--- config.mk ---
export PLATFORM = sky130hd
export DESIGN_NAME = intr_vector_ctrl
export DESIGN_NICKNAME = d
export VERILOG_FILES = /design/src/rtl/ivc_pkg.sv /design/src/rtl/ivc_flag_bank.sv /design/src/rtl/ivc_prio_enc.sv /design/src/rtl/ivc_vec_reg.sv /design/src/rtl/intr_vector_ctrl.sv
export SDC_FILE = /design/constraint.sdc
export NUM_CORES = 1
export LEC_CHECK = 0
export BUFFER_PORTS_ARGS = -buffer_cell sky130_fd_sc_hd__buf_2
export CORE_MARGIN = 2
export CORE_UTILIZATION = 60
export CTS_CLUSTER_DIAMETER = 120
export CTS_CLUSTER_SIZE = 28
export DETAILED_ROUTE_END_ITERATION = 8
export PLACE_DENSITY = 0.83
export SLEW_MARGIN = 20
export SYNTH_ARGS = -nofsm -noshare
export SYNTH_HDL_FRONTEND = slang
export SYNTH_SLANG_ARGS = --single-unit
--- constraint.sdc ---
create_clock -name clk -period 2.3 [get_ports clk]
set_clock_uncertainty 0.05 [all_clocks]
set_input_delay 0.345 -clock clk [delete_from_list [all_inputs] [get_ports clk]]
set_output_delay 0.345 -clock clk [all_outputs]
set_load 0.01 [all_outputs]
--- src/rtl/ivc_pkg.sv ---
package ivc_pkg;
  // register addresses; the normal vector must sit right after the fast one
  localparam int ADDR_VEC_FAST = 0;
  localparam int ADDR_VEC_NORM = 1;
  localparam int ADDR_FLAGS    = 2;
  localparam int ADDR_ENABLE   = 3;
  localparam int ADDR_CLASS    = 4;

  localparam int NUM_CLS  = 2;
  localparam int CLS_FAST = 0;
  localparam int CLS_NORM = 1;
endpackage

--- src/rtl/ivc_flag_bank.sv ---
module ivc_flag_bank #(
  parameter int NUM_SRC = 32
) (
  input  logic               clk,
  input  logic               rst_n,
  input  logic [NUM_SRC-1:0] set_i,
  input  logic [NUM_SRC-1:0] clr_i,
  output logic [NUM_SRC-1:0] flag_q
);
  // sticky flags: a set in the same cycle as a clear wins
  always_ff @(posedge clk or negedge rst_n) begin
    if (!rst_n) flag_q <= '0;
    else        flag_q <= (flag_q & ~clr_i) | set_i;
  end
endmodule

--- src/rtl/ivc_prio_enc.sv ---
module ivc_prio_enc #(
  parameter int NUM_SRC = 32,
  parameter int VEC_W   = 8
) (
  input  logic [NUM_SRC-1:0] req_i,
  output logic [VEC_W-1:0]   vec_o
);
  // lowest index wins; result is index + 1, zero when idle
  always_comb begin
    vec_o = '0;
    for (int i = NUM_SRC - 1; i >= 0; i--) begin
      if (req_i[i]) vec_o = VEC_W'(i + 1);
    end
  end
endmodule

--- src/rtl/ivc_vec_reg.sv ---
module ivc_vec_reg #(
  parameter int NUM_SRC = 32,
  parameter int VEC_W   = 8
) (
  input  logic               clk,
  input  logic               rst_n,
  input  logic [NUM_SRC-1:0] sel_i,
  input  logic [VEC_W-1:0]   win_i,
  input  logic               rd_clr_i,
  output logic [VEC_W-1:0]   vec_q,
  output logic               req_q
);
  always_ff @(posedge clk or negedge rst_n) begin
    if (!rst_n) begin
      vec_q <= '0;
      req_q <= 1'b0;
    end else begin
      vec_q <= rd_clr_i ? '0 : win_i;
      req_q <= |sel_i;
    end
  end
endmodule

--- src/rtl/intr_vector_ctrl.sv ---
module intr_vector_ctrl
  import ivc_pkg::*;
#(
  parameter int NUM_SRC = 32,
  parameter int VEC_W   = 8,
  parameter int DATA_W  = 32,
  parameter int ADDR_W  = 3
) (
  input  logic               clk,
  input  logic               rst_n,
  input  logic [NUM_SRC-1:0] src_evt,
  input  logic               reg_en,
  input  logic               reg_wr,
  input  logic [ADDR_W-1:0]  reg_addr,
  input  logic [DATA_W-1:0]  reg_wdata,
  output logic [DATA_W-1:0]  reg_rdata,
  output logic               reg_rvalid,
  output logic               fiq_o,
  output logic               irq_o
);
  localparam int SRC_BITS = (NUM_SRC < DATA_W) ? NUM_SRC : DATA_W;

  logic                rd_stb, wr_stb;
  logic [NUM_SRC-1:0]  wdata_src;
  logic [NUM_SRC-1:0]  flag_q, en_q, map_q, pend, clr;
  logic [VEC_W-1:0]    vec_q [NUM_CLS];
  logic [NUM_CLS-1:0]  req_q;
  logic [NUM_CLS-1:0]  rd_vec;
  logic [VEC_W-1:0]    vec_fast, vec_norm;
  logic [DATA_W-1:0]   rd_mux, rdata_q;
  logic                rvalid_q;

  assign rd_stb    = reg_en && !reg_wr;
  assign wr_stb    = reg_en &&  reg_wr;
  assign wdata_src = NUM_SRC'(reg_wdata[SRC_BITS-1:0]);
  assign clr       = (wr_stb && reg_addr == ADDR_W'(ADDR_FLAGS)) ? wdata_src : '0;

  // enable and class registers
  always_ff @(posedge clk or negedge rst_n) begin
    if (!rst_n) begin
      en_q  <= '0;
      map_q <= '0;
    end else if (wr_stb) begin
      if (reg_addr == ADDR_W'(ADDR_ENABLE)) en_q  <= wdata_src;
      if (reg_addr == ADDR_W'(ADDR_CLASS))  map_q <= wdata_src;
    end
  end

  ivc_flag_bank #(.NUM_SRC(NUM_SRC)) u_flags (
    .clk    (clk),
    .rst_n  (rst_n),
    .set_i  (src_evt),
    .clr_i  (clr),
    .flag_q (flag_q)
  );

  assign pend = flag_q & en_q;

  // one resolver and vector register per class
  for (genvar c = 0; c < NUM_CLS; c++) begin : g_cls
    logic [NUM_SRC-1:0] sel;
    logic [VEC_W-1:0]   win;
    assign sel       = pend & ((c == CLS_FAST) ? map_q : ~map_q);
    assign rd_vec[c] = rd_stb && (reg_addr == ADDR_W'(ADDR_VEC_FAST + c));

    ivc_prio_enc #(.NUM_SRC(NUM_SRC), .VEC_W(VEC_W)) u_enc (
      .req_i (sel),
      .vec_o (win)
    );

    ivc_vec_reg #(.NUM_SRC(NUM_SRC), .VEC_W(VEC_W)) u_vec (
      .clk      (clk),
      .rst_n    (rst_n),
      .sel_i    (sel),
      .win_i    (win),
      .rd_clr_i (rd_vec[c]),
      .vec_q    (vec_q[c]),
      .req_q    (req_q[c])
    );
  end

  assign vec_fast = vec_q[CLS_FAST];
  assign vec_norm = vec_q[CLS_NORM];
  assign fiq_o    = req_q[CLS_FAST];
  assign irq_o    = req_q[CLS_NORM];

  // read mux, registered
  always_comb begin
    rd_mux = '0;
    if (reg_addr == ADDR_W'(ADDR_VEC_FAST))     rd_mux = DATA_W'(vec_fast);
    else if (reg_addr == ADDR_W'(ADDR_VEC_NORM)) rd_mux = DATA_W'(vec_norm);
    else if (reg_addr == ADDR_W'(ADDR_FLAGS))    rd_mux = DATA_W'(flag_q);
    else if (reg_addr == ADDR_W'(ADDR_ENABLE))   rd_mux = DATA_W'(en_q);
    else if (reg_addr == ADDR_W'(ADDR_CLASS))    rd_mux = DATA_W'(map_q);
  end

  always_ff @(posedge clk or negedge rst_n) begin
    if (!rst_n) begin
      rdata_q  <= '0;
      rvalid_q <= 1'b0;
    end else begin
      rvalid_q <= rd_stb;
      if (rd_stb) rdata_q <= rd_mux;
    end
  end

  assign reg_rdata  = rdata_q;
  assign reg_rvalid = rvalid_q;
endmodule

Yosys cells after proc, flatten, opt, wreduce, memory -nomap -nowiden
Index checks and enable logic that the tools add are counted.

operators by class
  add/sub/neg operators = 0
  multiply operators = 0
  divide/modulo/power cells = 0
  $lt $le $gt $ge = 0
  equal/unequal tests = 4
  shift operators = 0
  mux-type cells = 72
  bitwise logic cells = 7
  reduce and logical (&&, ||, !) cells = 11

operators with widths
  cell                                                              number
  6-bit 2-to-1 mux                                                  66
  32-bit 2-to-1 mux                                                 6
  32-bit bitwise AND                                                4
  32-bit inverter                                                   2
  32-bit OR reduction                                               2
  32-bit bitwise OR                                                 1
  3-bit by 2-bit == test with 1-bit output (second input constant)  2
  1-bit logical AND                                                 5
  2-bit AND reduction                                               2
  3-bit by 1-bit == test with 1-bit output (second input constant)  1
  3-bit == test (second input constant)                             1
  3-bit zero test                                                   1
  1-bit zero test                                                   1

word-level totals
  bits in registers = 147
  bits in latches = 0
  bits in writable memories = 0
  bits in read-only memories = 0
  output and inout bits = 35
  logic and storage cells = 103
  memories kept = 0

Logic depth before layout (Yosys ltp)
Gate-level depths: netlist (run 1).

  depth in word-level cells = 35
  mapped depth = 7
  gate-level depth less buffers = 6

Modules after synthesis
From an unflattened synthesis (run 1), not the netlist that was laid out.

unflattened totals
  cells, all modules = 816
  area total of the unflattened synthesis = 7758.7 um^2

by module, submodules not included
  module            times used  cells an instance  area an instance (um^2)  sequential area each (um^2)
  intr_vector_ctrl  1           520                5138.7                   2427.3
  ivc_flag_bank     1           96                 1161.1                   800.8
  ivc_prio_enc      2           72                 379.1                    0.0
  ivc_vec_reg       2           28                 350.3                    225.2

Least setup slack after synthesis (run 1)
Ideal clock, no wire load.

  kind = input port to flip-flop
  start = input reg_addr[2]
  end = register map_q[0]
  arrival = 1.468 ns
  required time = 2.125 ns
  setup slack = 0.657 ns
  stages on the path = 7
  path buffers = 3
  path through = nor2b_4 -> and2b_1 -> buf_6 -> nor2b_4 -> buf_6 -> buf_6 -> mux2_4

on the way
  word-level cells in the longest chain between the ends = 2

ends and longest elaborated chain
  element                               line                    RTL
  from (decl)                           intr_vector_ctrl.sv:14  input logic [ADDR_W-1:0] reg_addr,
  3-bit == test                         intr_vector_ctrl.sv:45  if (reg_addr == ADDR_W'(ADDR_CLASS)) map_q <= wdata_src;
  2-bit AND reduction (no source line)  -
  to (signal assigned)                  intr_vector_ctrl.sv:45
  to (decl)                             intr_vector_ctrl.sv:25  logic [NUM_SRC-1:0] flag_q, en_q, map_q, pend, clr;

Every way passes these cells.
A chain may end at the register's enable or synchronous reset.

Final worst setup path (run 1)
  start = register en_q[13]
  end = register g_cls[1].u_vec.vec_q[5]

on the way
  word-level cells in the longest chain between the ends = 17

ends and longest elaborated chain
  element                          line                    RTL
  from (decl)                      intr_vector_ctrl.sv:25
  from (signal assigned)           intr_vector_ctrl.sv:44  if (reg_addr == ADDR_W'(ADDR_ENABLE)) en_q <= wdata_src;
  32-bit bitwise AND               intr_vector_ctrl.sv:57  assign pend = flag_q & en_q;
  32-bit bitwise AND               intr_vector_ctrl.sv:63  assign sel = pend & ((c == CLS_FAST) ? map_q : ~map_q);
  6-bit 2-to-1 mux (14 in series)  ivc_prio_enc.sv:12      if (req_i[i]) vec_o = VEC_W'(i + 1);
  6-bit 2-to-1 mux                 ivc_vec_reg.sv:18       vec_q <= rd_clr_i ? '0 : win_i;
  to (signal assigned)             ivc_vec_reg.sv:18
  to (decl)                        ivc_vec_reg.sv:10       output logic [VEC_W-1:0] vec_q,

Every way passes these cells.

==> impl_metrics.env, run 1 <==
export IMPL_cp_max_fo=5
export IMPL_p_leak_nw=4.05
export IMPL_finalSetupViolations=0
export IMPL_status="finished, final reports clean"
export IMPL_routed_via_count=5934
export IMPL_antenna_found_initial=0
export IMPL_finalWorstSetupSlack_ns=0.327
export IMPL_chipHeight_microns=115
export IMPL_io_pins=106
export IMPL_criticalPathCategory="reg -> reg"
export IMPL_worst_slew_pin_slew_ns=0.593
export IMPL_cts_tree="yes"
export IMPL_end_kind="flop"
export IMPL_crit_slowest_cell="dfrtp_1"
export IMPL_synthAdderAreaFrac=0
export IMPL_timing_critical_path_buf_inv=0
export IMPL_r2r_start="en_q[13]$_DFFE_PN0P_"
export IMPL_fmax_mhz=507
export IMPL_h_tree_depth=4
export IMPL_cp_required_ns=2.55
export IMPL_die_area_sq_mm=0.0133
export IMPL_cts_buffer_depth=2
export IMPL_ys_types=53
export IMPL_setup_worst_path_start_class="flop"
export IMPL_fin_area_sq_mm=0.00875
export IMPL_cts_inserted_buffers=17
export IMPL_synthSimpleGateAreaFrac=0.176
export IMPL_cts_root_buf="clkbuf_16"
export IMPL_clkTransAtPathRegs_ns=0.06
export IMPL_synth_top_family_by_area="simple AND/OR/NAND/NOR gates"
export IMPL_postSynthNetCount=760
export IMPL_power_density_mw_per_mm2=938
export IMPL_utilization=0.728
export IMPL_grt_max_degree=62
export IMPL_groute_usage_overall=0.304
export IMPL_slew_viol_final=0
export IMPL_core_area_sq_mm=0.0120
export IMPL_ys_seq_area_frac=0.483
export IMPL_place_ws_ns=0.274
export IMPL_max_slew_margin=0.605
export IMPL_yosysTopAreaCell="dfrtp_1"
export IMPL_crit_path_start="en_q[13]$_DFFE_PN0P_"
export IMPL_routed_wl_mm=19.0
export IMPL_wire_per_inst_microns=19.8
export IMPL_synthFlopType="dfrtp_1"
export IMPL_firstDrtPassIters=5
export IMPL_synth_xor_area_frac=0
export IMPL_synth_warnings=0
export IMPL_die_x_microns=115
export IMPL_drive_gt1_frac=0.274
export IMPL_fin_nets=873
export IMPL_synth_area_per_cell_sq_um=10.8
export IMPL_clk_latency_ns=0.43
export IMPL_gp_congestion=0.899
export IMPL_dpl_hpwl_mm=13.4
export IMPL_grt_pass1_vias=5884
export IMPL_grt_first_pass_wirelength_mm=30.7
export IMPL_async_flop_share=1.00
export IMPL_mostFrequentLayoutCells="dfrtp_1, buf_2, nand2_1"
export IMPL_num_rows=40
export IMPL_rsz0062_at_grt="no"
export IMPL_synth_seq_cells=143
export IMPL_synth_area_top_cells="dfrtp_1, mux2_4, nand2_1, mux2i_1, a21o_1"
export IMPL_via_per_inst=6.17
export IMPL_maxCapViolations=0
export IMPL_synthMuxAreaShare=0.167
export IMPL_area_growth_pct=18.0
export IMPL_synth_compound_area_frac=0.148
export IMPL_clock_sinks=143
export IMPL_grt_overflow=0
export IMPL_synth_top_area_share=0.483
export IMPL_crit_family="simple AND/OR/NAND/NOR gates"
export IMPL_hold_path_class="in -> reg"
export IMPL_syn_area_sq_mm=0.00741
export IMPL_syn_instance_count=689
export IMPL_dpl_cell_area_sq_mm=0.00814
export IMPL_hold_viol=0
export IMPL_slowest_delay_ns=0.42
export IMPL_cts_setup_buffers=0
export IMPL_ir_drop_mv=0.651
export IMPL_tns_ns=0
export IMPL_initial_core_util=0.617
export IMPL_synth_edf_count=0
export IMPL_hold_worst_slack_ns=0.0399
export IMPL_antenna_cells=0
export IMPL_crit_arrival_ns=2.22
export IMPL_drt_drc_violations_left=0
export IMPL_final_common_cell="dfrtp_1"
export IMPL_fin_crit_ns=1.97
export IMPL_drtAntennaViolNets=0
export IMPL_crit_chain="and3b_1 -> nor4bb_1 -> and4bb_2 -> nand3_1 -> nor4_1"
export IMPL_initialDrtViolationCount=411
export IMPL_min_delay_start="src_evt[23]"
export IMPL_port_buffers=105
export IMPL_period_share=0.858
stage by stage:
stage                     std cells  total power, mW
final                           962             8.20
after CTS                       962             8.22
after global routing            962             8.61
after floorplan                 689             4.71
after global placement          929             5.32
after detailed placement        929             5.40
registers in the layout, summed over array words and instances (netlist names):
register,cells
en_q,32
g_cls.u_vec.req_q,2
g_cls.u_vec.vec_q,12
map_q,32
reg_rdata,32
reg_rvalid,1
u_flags.flag_q,32
where the power goes:
| part | internal, mW | switching [mW] |
|---|---|---|
| sequential | 2.94 | 0.429 |
| clock | 1.76 | 1.03 |
| combinational | 1.01 | 1.03 |
| total | 5.71 | 2.50 |
timing repair:
item,CTS,global route
resized for setup,0,0
hold buffers,1,0
hold endpoints to repair,57,0
synthesized netlist by cell type, types with 4 or more instances:
master / instances
buf_6: 8
nor3_1: 7
and3_1: 9
a22oi_1: 9
a21o_1: 32
nand2_1: 84
nand4_1: 11
nor4_1: 6
nand3b_1: 23
mux2i_1: 29
a211o_1: 4
clkbuf_1: 13
o21ai_0: 41
o211ai_1: 4
nand3_1: 35
nand2b_1: 7
a21oi_1: 37
and3b_1: 9
nor2_1: 42
a211oi_1: 5
dfrtp_1: 143
mux2_2: 4
nor2b_1: 4
o22ai_1: 6
mux2_4: 60
buf_2: 7
worst paths after layout:
path	slack, ns	end	cells past startpoint
setup reg to reg	0.33	g_cls[1].u_vec.vec_q[5]$_DFF_PN0_	5
max in group asynchronous	1.12	g_cls[0].u_vec.vec_q[2]$_DFF_PN0_	3
hold / removal	0.04	u_flags.flag_q[23]$_DFF_PN0_	2
setup / recovery	0.33	g_cls[1].u_vec.vec_q[5]$_DFF_PN0_	5
hold reg to reg	0.42	reg_rdata[28]$_DFFE_PN0P_	2
min in group asynchronous	0.41	reg_rdata[27]$_DFFE_PN0P_	2
layout make-up:
type / count / area (sq um)
Tap cell: 147 / 184
Clock buffer: 22 / 464
Fill cell: 863 / 3270
Sequential cell: 143 / 3580
Inverter: 2 / 7.51
Timing Repair Buffer: 124 / 727
Multi-Input combinational cell: 514 / 3650
Clock inverter: 10 / 136
cell families after synthesis:
| kind of cell | after synthesis |
|---|---|
| AND/OR/NAND/NOR | 252 |
| AO/OA/AOI/OAI | 169 |
| flip-flops | 143 |
| multiplexers | 93 |
| buffers and inverters | 32 |
layer usage:
metal | track usage | routed length [microns]
met5 | 0 | 0
met4 | 0.103 | 390
met3 | 0.0691 | 1010
met2 | 0.482 | 9130
met1 | 0.418 | 8500
No activity file was read; power rests on OpenSTA's default activity.
==> run 2, diff against run 1 <==
CORE_UTILIZATION = 42   (was 60)
PLACE_DENSITY = 0.61   (was 0.83)
==> run 2 against run 1 <==
- clock power is 2% lower
- wire length increased by 0.64%
- critical path type unchanged
- worst setup slack better by 0.11 ns
- combinational power is essentially flat
- global-route usage down 8.9 points
- non-clock buffer count is 3 lower
- die area increased by 41%
- maximum frequency grew 5.9%
- sequential power about the same
- largest power group unchanged
==> impl_metrics.env, run 2 (synthesized netlist as in run 1, its figures left out) <==
export IMPL_status="finished, final reports clean"
export IMPL_fin_crit_ns=1.86
export IMPL_min_delay_start="src_evt[15]"
export IMPL_antenna_found_initial=0
export IMPL_maxCapViolations=0
export IMPL_slew_viol_final=0
export IMPL_period_share=0.810
export IMPL_slowest_delay_ns=0.42
export IMPL_post_cts_resized=0
export IMPL_routed_via_count=5848
export IMPL_utilization=0.510
export IMPL_crit_arrival_ns=2.12
export IMPL_wire_per_inst_microns=18.5
export IMPL_hold_worst_slack_ns=0.0388
export IMPL_fin_area_sq_mm=0.00881
export IMPL_p_leak_nw=4.01
export IMPL_cp_max_fo=4
export IMPL_dpl_cell_area_sq_mm=0.00821
export IMPL_drt_drc_violations_left=0
export IMPL_fillerInstances=1583
export IMPL_drtAntennaViolNets=0
export IMPL_setup_worst_path_start_class="flop"
export IMPL_cts_buffer_depth=2
export IMPL_drive_gt1_frac=0.273
export IMPL_final_common_cell="dfrtp_1"
export IMPL_clock_sinks=143
export IMPL_fin_nets=870
export IMPL_crit_path_start="u_flags.flag_q[18]$_DFF_PN0_"
export IMPL_max_slew_margin=0.643
export IMPL_tns_ns=0
export IMPL_grt_overflow=0
export IMPL_dpl_hpwl_mm=13.8
export IMPL_io_pins=106
export IMPL_core_area_sq_mm=0.0173
export IMPL_cts_root_buf="clkbuf_16"
export IMPL_mostFrequentLayoutCells="dfrtp_1, buf_2, nand2_1"
export IMPL_multi_input_area_sq_mm=0.00365
export IMPL_place_ws_ns=0.315
export IMPL_gp_congestion=0.908
export IMPL_antenna_cells=0
export IMPL_r2r_start="u_flags.flag_q[18]$_DFF_PN0_"
export IMPL_die_x_microns=137
export IMPL_cts_inserted_buffers=17
export IMPL_finalWorstSetupSlack_ns=0.438
export IMPL_hold_path_class="in -> reg"
export IMPL_hold_viol=0
export IMPL_fmax_mhz=537
export IMPL_fin_cells=1037
export IMPL_grt_max_degree=72
export IMPL_power_density_mw_per_mm2=921
export IMPL_crit_top_cell="nand4_1"
export IMPL_clk_latency_ns=0.43
export IMPL_groute_usage_overall=0.216
export IMPL_area_growth_pct=18.9
export IMPL_rsz0062_at_grt="no"
export IMPL_crit_family="simple AND/OR/NAND/NOR gates"
export IMPL_cp_required_ns=2.56
export IMPL_finalPower_mw=8.12
export IMPL_worst_slew_pin_slew_ns=0.532
export IMPL_die_area_sq_mm=0.0187
export IMPL_via_per_inst=5.64
export IMPL_port_buffers=105
export IMPL_regArea_sq_mm=0.00358
export IMPL_end_kind="flop"
export IMPL_chipHeight_microns=137
export IMPL_dp_cells=1004
export IMPL_crit_chain="nand3_1 -> nand4_1 -> nor4_1 -> nand4_1 -> nand2b_1"
export IMPL_criticalPathCategory="reg -> reg"
export IMPL_finalSetupViolations=0
export IMPL_crit_slowest_cell="nor4_1"
export IMPL_h_tree_depth=4
export IMPL_grt_first_pass_wirelength_mm=31.1
export IMPL_ir_drop_mv=0.570
export IMPL_routed_wl_mm=19.1
export IMPL_initialDrtViolationCount=362
export IMPL_cts_tree="yes"
export IMPL_clkTransAtPathRegs_ns=0.06
export IMPL_timing_critical_path_buf_inv=0
export IMPL_initial_core_util=0.429
export IMPL_firstDrtPassIters=5
export IMPL_num_rows=48
export IMPL_grt_pass1_vias=5870
run 2: cell type report:
type                       count  area share
tap                          225      0.0319
clock buffer                  20      0.0518
timing repair buffer         121      0.0799
inverter                       2    0.000852
clock inverter                12      0.0155
multi-input combinational    514       0.414
sequential                   143       0.406
run 2: final timing paths:
path	end	cells after the start	slack [ns]
setup / recovery	g_cls[0].u_vec.req_q$_DFF_PN0_	5	0.44
min in group asynchronous	reg_rdata[27]$_DFFE_PN0P_	2	0.24
setup reg to reg	g_cls[0].u_vec.req_q$_DFF_PN0_	5	0.44
max in group asynchronous	u_flags.flag_q[9]$_DFF_PN0_	3	1.38
hold reg to reg	reg_rdata[30]$_DFFE_PN0P_	2	0.42
hold / removal	u_flags.flag_q[15]$_DFF_PN0_	2	0.04
run 2: layer usage:
metal / routed length, microns / share of wire / vias up / GRT usage
met5: 0 / 0 / - / 0
met4: 267 / 0.014 / 0 / 0.0619
met3: 934 / 0.049 / 21 / 0.0485
met2: 8880 / 0.46 / 167 / 0.339
met1: 9060 / 0.47 / 2906 / 0.299
li1: - / - / 2754 / -
run 2: timing repair:
action / CTS / global route
endpoints found under the hold margin: 143 / 0
endpoints found under the setup margin: 0 / 0
setup buffers: 0 / 0
hold buffers: 1 / 0
run 2: power breakdown:
group	leakage (nW)	internal [mW]	total, mW	switching, mW
Combinational	2.07	1.01	2.04	1.02
Clock	0.271	1.66	2.74	1.09
Sequential	1.67	2.94	3.34	0.404
run 2: worst reg2reg max path, cell delays in order, from the launching register on:
cell      delay [ns]
dfrtp_1         0.41
nand3_1         0.23
nand4_1         0.19
nor4_1          0.42
nand4_1         0.24
nand2b_1        0.20
==> run 3, diff against run 2 <==
clock period = 1.8 ns   (was 2.3 ns; I/O delays follow)
==> run 3 against run 2 <==
- cell area up 8.9%
- global-route usage up 1.7 points
- combinational power up 49%
- sequential power is 27% higher
- largest cell class unchanged
==> impl_metrics.env, run 3 (synthesized netlist as in run 1, its figures left out) <==
export IMPL_hold_viol=0
export IMPL_grt_max_degree=77
export IMPL_r2r_end="g_cls[1].u_vec.req_q$_DFF_PN0_"
export IMPL_fillerInstances=1530
export IMPL_ir_drop_mv=0.755
export IMPL_cts_buffer_depth=2
export IMPL_rsz0062_at_grt="no"
export IMPL_holdPathStages=2
export IMPL_via_per_inst=5.46
export IMPL_utilization=0.555
export IMPL_setup_worst_path_start_class="flop"
export IMPL_place_ws_ns=-0.0132
export IMPL_mostFrequentLayoutCells="dfrtp_1, buf_2, nand2_1"
export IMPL_finalSetupViolations=0
export IMPL_end_kind="flop"
export IMPL_area_growth_pct=29.5
export IMPL_cts_setup_buffers=0
export IMPL_antenna_found_initial=0
export IMPL_groute_usage_overall=0.233
export IMPL_initial_core_util=0.429
export IMPL_die_x_microns=137
export IMPL_min_delay_start="src_evt[13]"
export IMPL_wire_per_inst_microns=18.3
export IMPL_crit_arrival_ns=1.97
export IMPL_status="finished, final reports clean"
export IMPL_hold_end="u_flags.flag_q[13]$_DFF_PN0_"
export IMPL_worst_slew_pin_slew_ns=0.420
export IMPL_reg2reg_depth=5
export IMPL_seqPwrFrac=0.395
export IMPL_drive_gt1_frac=0.316
export IMPL_final_common_cell="dfrtp_1"
export IMPL_p_leak_nw=4.43
export IMPL_dpl_hpwl_mm=14.7
export IMPL_maxCapViolations=0
export IMPL_cell_internal_pwr_mw=7.45
export IMPL_timing_critical_path_buf_inv=0
export IMPL_clk_latency_ns=0.43
export IMPL_rrSetupSlack_ns=0.08
export IMPL_cp_max_fo=2
export IMPL_fin_nets=957
export IMPL_crit_slowest_cell="dfrtp_1"
export IMPL_num_rows=48
export IMPL_slowest_delay_ns=0.38
export IMPL_firstDrtPassIters=5
export IMPL_combPwrFrac=0.282
export IMPL_switching_share=0.307
export IMPL_port_buffers=105
export IMPL_hold_path_class="in -> reg"
export IMPL_criticalPathCategory="reg -> reg"
export IMPL_period_share=0.953
export IMPL_gp_congestion=0.860
export IMPL_drtAntennaViolNets=0
export IMPL_h_tree_depth=4
export IMPL_routed_wl_mm=20.6
export IMPL_io_pins=106
export IMPL_slew_viol_final=0
export IMPL_grt_first_pass_wirelength_mm=33.3
export IMPL_clock_sinks=143
export IMPL_crit_family="simple AND/OR/NAND/NOR gates"
export IMPL_core_area_sq_mm=0.0173
export IMPL_drt_drc_violations_left=0
export IMPL_crit_chain="and3b_1 -> nor4bb_2 -> and4bb_2 -> nand3_2 -> o21bai_1"
export IMPL_chipHeight_microns=137
export IMPL_r2r_start="en_q[14]$_DFFE_PN0P_"
export IMPL_die_area_sq_mm=0.0187
export IMPL_routed_via_count=6134
export IMPL_grt_pass1_vias=6321
export IMPL_clkPwrFrac=0.323
export IMPL_cts_root_buf="clkbuf_16"
export IMPL_power_density_mw_per_mm2=1120
export IMPL_antenna_cells=0
export IMPL_switchingPower_mw=3.30
export IMPL_fmax_mhz=583
export IMPL_clkTransAtPathRegs_ns=0.06
export IMPL_cts_tree="yes"
export IMPL_finalWorstSetupSlack_ns=0.0843
export IMPL_fin_crit_ns=1.72
export IMPL_initialDrtViolationCount=399
export IMPL_grt_overflow=0
export IMPL_cts_inserted_buffers=17
export IMPL_max_slew_margin=0.720
export IMPL_cp_required_ns=2.06
## run 3: cell type report
cell class | count | area (sq um) | share of cell area
clock buffer | 22 | 464 | 0.0483
timing repair buffer | 208 | 1460 | 0.152
clock inverter | 10 | 113 | 0.0117
inverter | 2 | 7.51 | 0.000782
tap | 225 | 282 | 0.0293
multi-input combinational | 514 | 3700 | 0.385
sequential | 143 | 3580 | 0.373
## run 3: worst max path at each step
stage                                 start                                end  slack, ns  depth (start not counted)
6_report               en_q[14]$_DFFE_PN0P_     g_cls[1].u_vec.req_q$_DFF_PN0_       0.08                          5
5_1_grt               map_q[16]$_DFFE_PN0P_  g_cls[0].u_vec.vec_q[2]$_DFF_PN0_       0.02                          6
4_1_cts        u_flags.flag_q[13]$_DFF_PN0_  g_cls[1].u_vec.vec_q[5]$_DFF_PN0_       0.02                          5
3_5_place_dp                    reg_addr[0]               en_q[22]$_DFFE_PN0P_      -0.01                          5
3_3_place_gp           map_q[3]$_DFFE_PN0P_  g_cls[0].u_vec.vec_q[4]$_DFF_PN0_     0.0004                          4
2_1_floorplan                   reg_addr[2]               map_q[0]$_DFFE_PN0P_       0.23                          7
## run 3: metal layers
metal / global-route usage / routed length, microns / vias to the layer above
met4: 0.0641 / 211 / 0
met2: 0.384 / 9940 / 158
met5: 0 / 0 / -
met1: 0.316 / 9560 / 3038
met3: 0.0407 / 882 / 16
li1: - / - / 2922
## run 3: what timing repair did
item,CTS,global route
pin swaps,0,2
endpoints found under the setup margin,1,6
hold buffers,32,0
gates resized for setup,1,8
hold endpoints to repair,174,0
## run 3: power by group through the flow
stage | clock network (mW) | registers [mW] | logic [mW]
detailed placement | 0 | 4.28 | 2.91
floorplan | 0 | 4.20 | 1.81
global route | 3.68 | 4.32 | 3.34
global placement | 0 | 4.25 | 2.86
CTS | 3.53 | 4.23 | 2.99
finish | 3.47 | 4.24 | 3.03
## run 3: metrics by stage
stage          std cells  hold WS (ns)  total power [mW]  TNS (ns)  cell area, sq um
2_1_floorplan        689       -0.0756              6.02         0              7410
3_3_place_gp        1060         0.245              7.11         0              8660
3_5_place_dp        1060         0.247              7.19    -0.161              8660
4_1_cts             1124        0.0304              10.8         0              9560
5_1_grt             1124        0.0418              11.3         0              9600
6_report            1124        0.0301              10.7         0              9600
